`src/rtl/used_ring_gate.sv`:
```
module used_ring_gate #(
  parameter int AW    = 32,
  parameter int DEPTH = 8,
  parameter int CNT_W = 16
) (
  input  logic             clk,
  input  logic             rst_n,
  input  logic [AW-1:0]    used_base,
  input  logic [AW-1:0]    avail_base,
  input  logic             feat_notify_empty,
  input  logic             queue_empty,
  input  logic             cmd_valid,
  input  logic [1:0]       cmd_op,
  input  logic [15:0]      cmd_head,
  input  logic [31:0]      cmd_len,
  output logic             cmd_ready,
  output logic             mem_req,
  output logic             mem_we,
  output logic             mem_wide,
  output logic [AW-1:0]    mem_addr,
  output logic [31:0]      mem_wdata,
  input  logic             mem_ack,
  input  logic [31:0]      mem_rdata,
  input  logic             isr_clr,
  output logic [7:0]       isr,
  output logic             irq,
  output logic [CNT_W-1:0] cnt_raised,
  output logic [CNT_W-1:0] cnt_skipped
);

  localparam logic [15:0] DEPTH16 = 16'(DEPTH);

  typedef enum logic [2:0] {
    S_IDLE, S_ID, S_LEN, S_IDX, S_FLG, S_RD, S_WR
  } state_t;

  state_t      state;
  logic [1:0]  op_q;
  logic [15:0] head_q;
  logic [31:0] len_q;
  logic [15:0] used_cnt;
  logic [15:0] rmw_q;
  logic [AW-1:0] elem_addr;
  logic        raise_now, skip_now;

  assign cmd_ready = (state == S_IDLE);
  assign mem_req   = (state != S_IDLE);
  assign elem_addr = used_base + AW'(4) + (AW'(used_cnt % DEPTH16) << 3);
  assign raise_now = (state == S_FLG) && mem_ack &&
                     (!mem_rdata[0] || (feat_notify_empty && queue_empty));
  assign skip_now  = (state == S_FLG) && mem_ack && !raise_now;

  always_comb begin
    mem_we    = 1'b0;
    mem_wide  = 1'b0;
    mem_addr  = '0;
    mem_wdata = '0;
    case (state)
      S_ID:  begin mem_we = 1'b1; mem_wide = 1'b1; mem_addr = elem_addr;          mem_wdata = {16'h0, head_q}; end
      S_LEN: begin mem_we = 1'b1; mem_wide = 1'b1; mem_addr = elem_addr + AW'(4); mem_wdata = len_q; end
      S_IDX: begin mem_we = 1'b1; mem_addr = used_base + AW'(2); mem_wdata = {16'h0, used_cnt}; end
      S_FLG: mem_addr = avail_base;
      S_RD:  mem_addr = used_base;
      S_WR:  begin mem_we = 1'b1; mem_addr = used_base; mem_wdata = {16'h0, rmw_q[15:1], op_q[0]}; end
      default: ;
    endcase
  end

  always_ff @(posedge clk or negedge rst_n) begin
    if (!rst_n) begin
      state    <= S_IDLE;
      op_q     <= '0;
      head_q   <= '0;
      len_q    <= '0;
      used_cnt <= '0;
      rmw_q    <= '0;
    end else begin
      case (state)
        S_IDLE: if (cmd_valid) begin
          op_q   <= cmd_op;
          head_q <= cmd_head;
          len_q  <= cmd_len;
          case (cmd_op)
            2'b00:   state <= S_ID;
            2'b01:   state <= S_IDX;
            default: state <= S_RD;
          endcase
        end
        S_ID:  if (mem_ack) state <= S_LEN;
        S_LEN: if (mem_ack) begin
          used_cnt <= used_cnt + 16'd1;
          state    <= S_IDLE;
        end
        S_IDX: if (mem_ack) state <= S_FLG;
        S_FLG: if (mem_ack) state <= S_IDLE;
        S_RD:  if (mem_ack) begin
          rmw_q <= mem_rdata[15:0];
          state <= S_WR;
        end
        S_WR:  if (mem_ack) state <= S_IDLE;
        default: state <= S_IDLE;
      endcase
    end
  end

  always_ff @(posedge clk or negedge rst_n) begin
    if (!rst_n) begin
      isr         <= '0;
      irq         <= 1'b0;
      cnt_raised  <= '0;
      cnt_skipped <= '0;
    end else begin
      if (raise_now) begin
        isr[0]     <= 1'b1;
        irq        <= 1'b1;
        cnt_raised <= cnt_raised + CNT_W'(1);
      end else if (isr_clr) begin
        isr <= '0;
        irq <= 1'b0;
      end
      if (skip_now) cnt_skipped <= cnt_skipped + CNT_W'(1);
    end
  end


  req_hold_chk: assert property (@(posedge clk) disable iff (!rst_n)
    mem_req && !mem_ack |=> mem_req && $stable(mem_addr) && $stable(mem_wdata)
                            && $stable(mem_we) && $stable(mem_wide));


  accept_chk: assert property (@(posedge clk) disable iff (!rst_n)
    cmd_valid && cmd_ready |=> mem_req);


  raise_cnt_chk: assert property (@(posedge clk) disable iff (!rst_n)
    $rose(irq) |-> cnt_raised == $past(cnt_raised) + CNT_W'(1) && isr[0]);


  skip_quiet_chk: assert property (@(posedge clk) disable iff (!rst_n)
    cnt_skipped != $past(cnt_skipped) && !$past(isr_clr) |-> $stable(irq) && $stable(isr));


  clr_chk: assert property (@(posedge clk) disable iff (!rst_n)
    isr_clr |=> (cnt_raised != $past(cnt_raised)) || (!irq && isr == 8'h00));

endmodule

```
`config.mk`:
```
export PLATFORM = sky130hd
export DESIGN_NAME = used_ring_gate
export DESIGN_NICKNAME = d
export VERILOG_FILES = /design/src/rtl/used_ring_gate.sv
export SDC_FILE = /design/constraint.sdc
export NUM_CORES = 1
export LEC_CHECK = 0
export ABC_AREA = 1
export BUFFER_PORTS_ARGS = -buffer_cell sky130_fd_sc_hd__buf_4
export CORE_UTILIZATION = 45
export DETAILED_ROUTE_END_ITERATION = 12
export PLACE_DENSITY = 0.71
export SYNTH_ARGS = -nofsm -noshare
export SYNTH_HDL_FRONTEND = slang
export SYNTH_SLANG_ARGS = --single-unit
```
`constraint.sdc`:
```
create_clock -name clk -period 8.96 [get_ports clk]
set_clock_uncertainty 0.2 [all_clocks]
set_input_delay 1.792 -clock clk [delete_from_list [all_inputs] [get_ports clk]]
set_output_delay 1.792 -clock clk [all_outputs]
set_load 0.05 [all_outputs]
```
==> results.sh <==
export IMPL_antenna_found_initial=0
export IMPL_startpoint_type="primary input"
export IMPL_chipWidth_um=142
export IMPL_dieArea_um2=20300
export IMPL_cp_top_family="simple AND/OR/NAND/NOR gates"
export IMPL_pre_cts_slack_ns=2.62
export IMPL_relSlewSlack_pct=27.8
export IMPL_core_area_um2=19000
export IMPL_grt_pass1_vias=8990
export IMPL_p_leak_nw=5.65
export IMPL_cts_sinks=116
export IMPL_avgSynthCellArea_um2=7.19
export IMPL_hold_buffers=0
export IMPL_stdcell_area_um2=11500
export IMPL_start_util_pct=46.7
export IMPL_worst_path_max_fanout=8
export IMPL_synth_top_cell_area_share_pct=32.7
export IMPL_dr_pass1_iters=6
export IMPL_synth_cell_types=48
export IMPL_worst_setup_path_type="in -> out"
export IMPL_post_cts_resize_count=0
export IMPL_ys_ff_latch=116
export IMPL_hold_viol_final=0
export IMPL_finalCriticalPeriod_ns=6.39
export IMPL_die_height_um=142
export IMPL_yosysTopAreaCell="dfrtp_1"
export IMPL_min_path_type="reg -> reg"
export IMPL_synth_common_cells="nand2_1, inv_1, nor2_1"
export IMPL_status="complete, no violations"
export IMPL_cts_tree="yes"
export IMPL_ir_worst_vdd_v=0.000229
export IMPL_diodes=0
export IMPL_setup_ws_ns=2.57
export IMPL_globalplace_congestion=0.994
export IMPL_r2r_cells=8
export IMPL_endpoint_kind="output pin"
export IMPL_holdPathStages=1
export IMPL_cp_common_cell="nand2_1"
export IMPL_maxCapViolCount=0
export IMPL_root_buffer="clkbuf_16"
export IMPL_p_per_area_nw_per_um2=314
export IMPL_synth_cells=1234
export IMPL_ios=262
export IMPL_cp_cell_sequence="buf_4 > fa_1 > inv_1 > nor2_1 > nor2_1 > nor2_4 > nand2_1 > nand2_1 > inv_2 > nand2_1 > nor2_1 > nand3_1 > nor2_2 > nand2_1 > nand2_1 > nand3_1 > nand2_1 > buf_4"
export IMPL_place_area_um2=10900
export IMPL_setup_viol=0
export IMPL_grt_max_degree=67
export IMPL_ys_seq_area_share_pct=32.7
export IMPL_register_area_um2=2900
export IMPL_synth_flop_cell="dfrtp_1"
export IMPL_synth_warnings=0
export IMPL_clock_latency_ns=0.41
export IMPL_async_flop_share_pct=100
export IMPL_routed_wirelength_mm=28.7
export IMPL_num_vias=9232
export IMPL_slew_violations=0
export IMPL_htreeDepth=4
export IMPL_multi_input_area_um2=5260
export IMPL_numCtsBuffers=17
export IMPL_rsz0062_at_grt="false"
export IMPL_fin_tns_setup_ns=0
export IMPL_grt_overflow=0
export IMPL_fillers=1786
export IMPL_drt_initial_drc_count=686
export IMPL_cp_data_arrival_time_ns=4.39
export IMPL_slowest_delay_ns=0.52
export IMPL_synth_most_common_cell="nand2_1"
export IMPL_hpwl_mm=22.1
export IMPL_synthTopCellsByArea="dfrtp_1, nand2_1, nand3_1, mux2_2, inv_1"
export IMPL_cp_buffers_inverters=4
export IMPL_worst_endpoint_required_ns=6.97
export IMPL_post_cts_buffers=0
export IMPL_numPortBuffers=238
export IMPL_path_clk_slew_ns=0.05
export IMPL_route_detailed_drc=0
export IMPL_fin_crit_sh_pct=71.3
export IMPL_layout_nets=1624
export IMPL_rows=50
export IMPL_crit_slowest_cell="fa_1"
export IMPL_track_usage_pct=29.2
export IMPL_synth_edff_count=0
export IMPL_clockBufferDepth=2
export IMPL_worst_pin_slew_ns=1.08
export IMPL_cp_depth=18
export IMPL_syn_to_final_growth_pct=29.2
export IMPL_synth_area_um2=8870
export IMPL_wl_per_cell_um=16.6
export IMPL_viasPerCell=5.32
export IMPL_clock_fmax_mhz=157
export IMPL_power_w=0.00360
export IMPL_layout_drive_gt1_share_pct=27.9
export IMPL_ant_nets=0
export IMPL_grt_pass1_wl_mm=45.9
## report_power, final
group | internal (W) | switching, W
clock | 0.000443 | 0.000226
sequential | 0.000705 | 0.000133
combinational | 0.000647 | 0.00144
## flip-flops by register name, summed over array words and instances (netlist names)
name,cells
cnt_raised,16
len_q,32
state,3
cnt_skipped,16
irq,1
op_q,1
rmw_q,15
head_q,16
used_cnt,16
## per-layer routing
| layer | wire length, µm | global-route usage (%) |
|---|---|---|
| met1 | 11900 | 35.4 |
| met2 | 13700 | 49.9 |
| met3 | 2380 | 7.44 |
| met4 | 783 | 10.4 |
| met5 | 0 | 0 |
## path summary, 6_finish.rpt
kind | end | startpoint | slack (ns)
max | mem_addr[30] | used_base[2] | 2.57
min reg2reg | cnt_skipped[15]$_DFFE_PN0P_ | cnt_skipped[15]$_DFFE_PN0P_ | 0.27
max reg2reg | cnt_skipped[15]$_DFFE_PN0P_ | state[2]$_DFFE_PN0P_ | 5.27
min | cnt_skipped[15]$_DFFE_PN0P_ | cnt_skipped[15]$_DFFE_PN0P_ | 0.27
max in group asynchronous | cnt_skipped[3]$_DFFE_PN0P_ | rst_n | 6.11
min in group asynchronous | rmw_q[13]$_DFFE_PN0P_ | rst_n | 1.27
## final cells by class
type	count	area share (%)
clock buffers	23	4.34
clock inverters	9	0.873
inverters	143	4.68
multi-input cells	939	45.9
flip-flops and latches	116	25.3
well taps	260	2.84
repair buffers	245	16.0
## stage by stage
step | utilization, % | hold slack (ns) | instances
5_1_grt | 60.3 | 0.302 | 1735
4_1_cts | 60.3 | 0.279 | 1735
2_1_floorplan | - | 0.263 | 1240
6_report | 60.3 | 0.271 | 1735
3_5_place_dp | 57.1 | 0.268 | 1703
3_3_place_gp | 57.1 | 0.263 | 1703
## cells by family (layout without fill, tap and decap cells)
family	count (synthesis)	after routing	share of synthesized area [%]
other	1	7	0.0423
AOI/OAI and AO/OA	157	157	10.9
adders and majority gates	9	9	1.35
and+or+nand+nor	670	670	35.9
muxes	49	49	6.22
buffers and inverters	185	420	8.29
DFF	116	116	32.7
xor gates and xnor gates	47	47	4.64
## placed cells by master (no fill, tap or decap), drive strengths merged, types with 3 or more instances in the layout
| cell type | count |
|---|---|
| nand2 | 330 |
| buf | 245 |
| nor2 | 154 |
| inv | 141 |
| nand3 | 127 |
| dfrtp | 116 |
| o21ai | 52 |
| mux2 | 49 |
| a21oi | 42 |
| xor2 | 36 |
| nand4 | 29 |
| clkbuf | 23 |
| a22oi | 20 |
| nor3 | 19 |
| o2111ai | 17 |
| xnor2 | 11 |
| a31oi | 10 |
| ha | 8 |
| conb | 7 |
| nor4 | 7 |
| clkinv | 7 |
| o211ai | 4 |
| a221oi | 3 |
| o22ai | 3 |
Power figures use the tool's default switching activity.
